--- config.mk ---
export PLATFORM = sky130hd
export DESIGN_NAME = rxp_rotator_top
export DESIGN_NICKNAME = d
export VERILOG_FILES = /design/src/rtl/rxp_pkg.sv /design/src/rtl/rxp_slice_layer.sv /design/src/rtl/rxp_pipe.sv /design/src/rtl/rxp_stepper.sv /design/src/rtl/rxp_rotator_top.sv
export SDC_FILE = /design/constraint.sdc
export NUM_CORES = 1
export LEC_CHECK = 0
export BUFFER_PORTS_ARGS = -buffer_cell sky130_fd_sc_hd__buf_4
export CAP_MARGIN = 15
export CORE_MARGIN = 10
export CORE_UTILIZATION = 25
export DETAILED_ROUTE_END_ITERATION = 8
export GPL_TIMING_DRIVEN = 0
export SETUP_SLACK_MARGIN = 0.2
export SLEW_MARGIN = 20
export SYNTH_ARGS = -nofsm -noshare
export SYNTH_HDL_FRONTEND = slang
export SYNTH_SLANG_ARGS = --single-unit
--- constraint.sdc ---
create_clock -name clk -period 1.5 [get_ports clk]
set_clock_uncertainty 0.05 [all_clocks]
set_input_delay 0.15 -clock clk [delete_from_list [all_inputs] [get_ports clk]]
set_output_delay 0.15 -clock clk [all_outputs]
set_load 0.05 [all_outputs]
--- src/rtl/rxp_pkg.sv ---
package rxp_pkg;
  localparam int SUB_W    = 6;
  localparam int N_SUB    = 3;
  localparam int PAIR_W   = 2;
  localparam int WORD_W   = SUB_W * N_SUB;
  localparam int N_LAYER  = 3;
  localparam int PIPE_LAT = N_LAYER + 1;
  localparam int STEP_LAT = 2;

  typedef logic [WORD_W-1:0] word_t;
  typedef logic [SUB_W-1:0]  sub_t;

  typedef enum logic [1:0] {
    OP_PASS       = 2'd0,
    OP_ROT_ALL    = 2'd1,
    OP_PERM_RIGHT = 2'd2
  } slice_op_e;

  // local left rotate inside one subword
  function automatic sub_t sub_rotl(sub_t x);
    return {x[SUB_W-2:0], x[SUB_W-1]};
  endfunction

  // fixed reorder of the right subword while in transposed form
  function automatic sub_t right_perm(sub_t x);
    sub_t y;
    y[5] = x[5];
    y[4] = x[2];
    y[3] = x[3];
    y[2] = x[0];
    y[1] = x[1];
    y[0] = x[4];
    return y;
  endfunction

  // one slice: what a single subword does for a given operation
  function automatic sub_t slice_sub(sub_t x, slice_op_e op, logic is_right);
    case (op)
      OP_ROT_ALL:    return sub_rotl(x);
      OP_PERM_RIGHT: return is_right ? right_perm(x) : x;
      default:       return x;
    endcase
  endfunction

  // pair-wise transposition: out subword p, slot s <- in subword s, pair p
  function automatic word_t xpose(word_t w);
    word_t y;
    for (int p = 0; p < N_SUB; p++)
      for (int s = 0; s < N_SUB; s++)
        y[p*SUB_W + s*PAIR_W +: PAIR_W] = w[s*SUB_W + p*PAIR_W +: PAIR_W];
    return y;
  endfunction

  function automatic slice_op_e layer_op(int k);
    if (k == 0) return OP_ROT_ALL;
    if (k == 1) return OP_PERM_RIGHT;
    return OP_PASS;
  endfunction

  // direct whole-word rotate, used only as the assertion oracle
  function automatic word_t word_rotl1(word_t w);
    return {w[WORD_W-2:0], w[WORD_W-1]};
  endfunction
endpackage

--- src/rtl/rxp_slice_layer.sv ---
module rxp_slice_layer
  import rxp_pkg::*;
(
  input  word_t     din,
  input  slice_op_e op,
  output word_t     dout
);
  for (genvar k = 0; k < N_SUB; k++) begin : g_sub
    assign dout[k*SUB_W +: SUB_W] = slice_sub(din[k*SUB_W +: SUB_W], op, (k == 0));
  end
endmodule

--- src/rtl/rxp_pipe.sv ---
module rxp_pipe
  import rxp_pkg::*;
(
  input  logic  clk,
  input  logic  rst_n,
  input  logic  in_valid,
  input  word_t in_data,
  output logic  out_valid,
  output word_t out_data
);
  word_t lay_i  [N_LAYER];
  word_t lay_o  [N_LAYER];
  word_t stg_nx [PIPE_LAT];
  word_t stg_d  [PIPE_LAT];
  logic [PIPE_LAT-1:0] stg_v;

  for (genvar k = 0; k < N_LAYER; k++) begin : g_layer
    if (k == 0) begin : g_first
      assign lay_i[k] = in_data;
    end else begin : g_next
      assign lay_i[k] = stg_d[k-1];
    end
    rxp_slice_layer u_lay (.din(lay_i[k]), .op(layer_op(k)), .dout(lay_o[k]));
    if (k < N_LAYER - 1) begin : g_x
      assign stg_nx[k] = xpose(lay_o[k]);
    end else begin : g_nx
      assign stg_nx[k] = lay_o[k];
    end
  end
  assign stg_nx[PIPE_LAT-1] = stg_d[PIPE_LAT-2];

  always_ff @(posedge clk) begin
    if (!rst_n) begin
      stg_v <= '0;
      for (int i = 0; i < PIPE_LAT; i++) stg_d[i] <= '0;
    end else begin
      stg_v <= {stg_v[PIPE_LAT-2:0], in_valid};
      for (int i = 0; i < PIPE_LAT; i++) stg_d[i] <= stg_nx[i];
    end
  end

  assign out_valid = stg_v[PIPE_LAT-1];
  assign out_data  = stg_d[PIPE_LAT-1];

  word_t mid_back;
  assign mid_back = xpose(stg_d[1]);


  pipe_result_chk: assert property (@(posedge clk) disable iff (!rst_n)
    in_valid |-> ##4 (out_valid && out_data == word_rotl1($past(in_data, 4))));

  mid_layer_keep_chk: assert property (@(posedge clk) disable iff (!rst_n)
    stg_v[1] |-> (mid_back[WORD_W-1:SUB_W] == $past(stg_d[0][WORD_W-1:SUB_W])));
endmodule

--- src/rtl/rxp_stepper.sv ---
module rxp_stepper
  import rxp_pkg::*;
(
  input  logic  clk,
  input  logic  rst_n,
  input  logic  in_valid,
  input  word_t in_data,
  output logic  out_valid,
  output word_t out_data
);
  logic      busy;
  logic      accept;
  word_t     work;
  word_t     sl_in;
  word_t     sl_out;
  word_t     loop_x;
  slice_op_e sl_op;

  assign accept = in_valid && !busy;
  assign sl_in  = busy ? work : in_data;
  assign sl_op  = busy ? OP_PERM_RIGHT : OP_ROT_ALL;

  rxp_slice_layer u_shared (.din(sl_in), .op(sl_op), .dout(sl_out));
  assign loop_x = xpose(sl_out);

  always_ff @(posedge clk) begin
    if (!rst_n) begin
      busy      <= 1'b0;
      work      <= '0;
      out_valid <= 1'b0;
      out_data  <= '0;
    end else begin
      out_valid <= 1'b0;
      if (accept) begin
        work <= loop_x;
        busy <= 1'b1;
      end else if (busy) begin
        out_data  <= loop_x;
        out_valid <= 1'b1;
        busy      <= 1'b0;
      end
    end
  end


  step_result_chk: assert property (@(posedge clk) disable iff (!rst_n)
    accept |-> ##2 (out_valid && out_data == word_rotl1($past(in_data, 2))));

  step_hold_chk: assert property (@(posedge clk) disable iff (!rst_n)
    busy |=> !busy);

  step_ignore_chk: assert property (@(posedge clk) disable iff (!rst_n)
    (busy && in_valid) |=> ##1 !out_valid);
endmodule

--- src/rtl/rxp_rotator_top.sv ---
module rxp_rotator_top
  import rxp_pkg::*;
(
  input  logic              clk,
  input  logic              rst_n,
  input  logic              mode_pipe,
  input  logic              in_valid,
  input  logic [WORD_W-1:0] in_data,
  output logic              out_valid,
  output logic [WORD_W-1:0] out_data
);
  logic  pipe_iv, step_iv, pipe_ov, step_ov;
  word_t pipe_od, step_od;

  assign pipe_iv = in_valid && mode_pipe;
  assign step_iv = in_valid && !mode_pipe;

  rxp_pipe u_pipe (
    .clk(clk), .rst_n(rst_n), .in_valid(pipe_iv), .in_data(in_data),
    .out_valid(pipe_ov), .out_data(pipe_od)
  );

  rxp_stepper u_step (
    .clk(clk), .rst_n(rst_n), .in_valid(step_iv), .in_data(in_data),
    .out_valid(step_ov), .out_data(step_od)
  );

  assign out_valid = pipe_ov || step_ov;
  assign out_data  = pipe_ov ? pipe_od : (step_ov ? step_od : '0);


  idle_zero_chk: assert property (@(posedge clk) disable iff (!rst_n)
    !out_valid |-> (out_data == '0));

  reset_quiet_chk: assert property (@(posedge clk)
    $past(!rst_n) |-> !out_valid);
endmodule

==> out/metrics.cfg <==
[outcome]
status = finished with violations
violations = setup timing

[clock_tree]
clk_pin_slew_ps = 50
clock-sinks = 114
root_buffer = clkbuf_16
cts_buffers = 17
h-tree-depth = 4
cts_max_path_buffers = 2
clock_latency_ps = 400
cts_tree = yes

[critical_path]
worstPathRequired_ps = 1300
arrival_ps = 1360
critPathMaxFanout = 10
r2r-end = u_step.work[3]$_SDFFE_PN0P_
rr_worst_depth = 4
crit_type = reg -> out
rrSetupSlack_ps = 380
regToRegStartpoint = u_step.busy$_SDFF_PN0_
worst_setup_path_start_kind = flip-flop
endpoint_kind = output pin

[yosys]
yosysWarnings = 0
netlist_top_cells_area = dfxtp_1, and2_1, mux2i_1
synthArstFlopShare = 0
yosysTopAreaCellShare = 0.6137
yosysSeqAreaShare = 0.6137
yosysTopAreaCell = dfxtp_1
synthCells = 362
ys_top_cells_by_count = dfxtp_1, nand2_1, and2_1
synthesis.nets = 384
ys_ff_latch = 114
synth_area_um2 = 3719
synth_edf_count = 0
synth.distinct_cells = 17
yosysMostFrequentCell = dfxtp_1
syn_avg_cell_area_um2 = 10.27
synth_top_flop_cell = dfxtp_1

[sta]
tightestPinTransition_ps = 390.1
period_needed_ps = 1559
fmax_mhz = 641.5
relSlewSlack = 0.7399
finalSetupViolations = 19
grt_setup_unrepaired = true
hold_viol_final = 0
fin_setup_tns_ps = -780.9
report.final.slew_viol_count = 0
final.period_utilization = 1.039
fin_ws_ps = -58.84

[grt]
use_met3 = 0.02904
grt_pass1_wl_um = 13460
overflow = 0
grt_util_all_layers = 0.08634
grt_max_degree = 17
gr-usage-met2 = 0.1462
busiest_layer = met2
met1_usage = 0.09286
grt_pass1_vias = 2714
antenna_found_initial = 0

[place]
dp.cells = 585
gp_congestion = 0.7028
dp_hpwl_um = 5921
io_buffer_count = 39
post-place-ws_ps = -29.74
place_area_um2 = 4307

[final_layout]
nNetsFinal = 473
syn2layout_area_growth_pct = 47.07
finalNonFillerCells = 648
final_layout_size_suffix_gt1_frac = 0.2909
fin_area_um2 = 5469
antenna-diode-count = 0

[floorplanning]
die_w_um = 142.0
std_cell_rows = 44
die-area_um2 = 20150
die_h_um = 142.0
start_util = 0.2559
io_pins = 41
coreArea_um2 = 14530

[power]
powerDensity_nw_per_um2 = 1344
p_leak_nw = 2.395
ir_drop_v = 0.0007538

[run]
drv_cap = 0

[hold_path]
holdPathStages = 4
hold_class = in -> reg
whs_endpoint = u_step.busy$_SDFF_PN0_
hp-start = rst_n

[drt]
via_per_inst = 3.912
routed_wl_um = 8052
first_iter_violations = 103
ant_nets = 0
vias = 2535
remaining_drc_errors = 0
post_drt_wl_per_cell_um = 12.43
drt_pass1_iterations = 6

==> registers in the layout, summed over array words and instances (netlist names) <==
name              flops
u_pipe.stg_d         72
u_step.out_data      18
u_step.work          18
u_pipe.stg_v          4
u_step.busy           1
u_step.out_valid      1
==> metal layers <==
layer | vias up | wire length [um]
li1 | 1307 | -
met1 | 1175 | 3431
met2 | 41 | 4150
met3 | 12 | 301
met4 | 0 | 168
met5 | - | 0
==> cell type report <==
type | instances | area (um2)
fillers | 1396 | 9065
flip-flops and latches | 114 | 2283
clock inverters | 3 | 40.04
inverters | 18 | 67.56
plain buffers | 23 | 200.2
clock buffers | 29 | 550.5
well taps | 184 | 230.2
multi-input cells | 207 | 1408
repair buffers | 70 | 689.4
==> cells in the final DEF (no fill, tap or decap) <==
master,n
and2_1,58
and3_1,1
buf_12,2
buf_2,10
buf_4,32
buf_6,17
buf_8,9
bufinv_16,1
clkbuf_1,6
clkbuf_16,18
clkbuf_8,8
clkinv_2,2
dfxtp_1,113
dfxtp_2,1
dlygate4sd3_1,20
inv_1,18
mux2i_1,36
nand2_1,58
nand2_2,10
nand2_4,5
nor2b_1,18
nor3_1,1
nor3b_2,1
o21ai_2,12
o21ai_4,6
or2_4,1
==> worst max-delay path by stage <==
stage | start | end
4_1_cts | u_pipe.stg_v[3]$_SDFF_PN0_ | out_data[10]
5_1_grt | u_pipe.stg_v[3]$_SDFF_PN0_ | out_data[9]
6_report | u_pipe.stg_v[3]$_SDFF_PN0_ | out_data[9]
3_5_place_dp | u_pipe.stg_v[3]$_SDFF_PN0_ | out_data[10]
2_1_floorplan | u_step.out_valid$_SDFF_PP0_ | out_data[17]
3_3_place_gp | u_pipe.stg_v[3]$_SDFF_PN0_ | out_data[10]
==> kinds of logic after synthesis <==
group | Yosys count | share of synthesized area
buf+inv | 41 | 0.05552
flops | 114 | 0.6137
simple gates | 153 | 0.2096
mux | 36 | 0.09691
compound gates | 18 | 0.02423
==> worst max-delay path, cell delays in order (launching register included) <==
cell       delay [ps]
dfxtp_1           300
buf_6             140
clkbuf_16         180
o21ai_2           160
buf_6             170
==> where the power goes <==
group	switching [mW]	internal (mW)
clock	1.22	2.62
combinational	0.154	0.183
sequential	0.0375	3.14
==> per-stage QoR <==
step	power, mW	utilization	hold WS (ps)
5_1_grt	7.590	0.3763	224.4
3_3_place_gp	3.493	0.2963	284.8
2_1_floorplan	3.392	-	175.9
6_report	7.352	0.3763	194.6
3_5_place_dp	3.505	0.2963	291.7
4_1_cts	7.417	0.3679	184.5
==> what timing repair did <==
| item | CTS | global route |
|---|---|---|
| hold buffers | 20 | 0 |
| endpoints found under the setup margin | 19 | 29 |
| buffers inserted | 4 | 5 |
| pin swaps | 2 | 7 |
| gates cloned | 2 | 0 |
| resized for setup | 53 | 23 |
| endpoints found under the hold margin | 37 | 0 |
No activity file was read; power rests on OpenSTA's default activity.
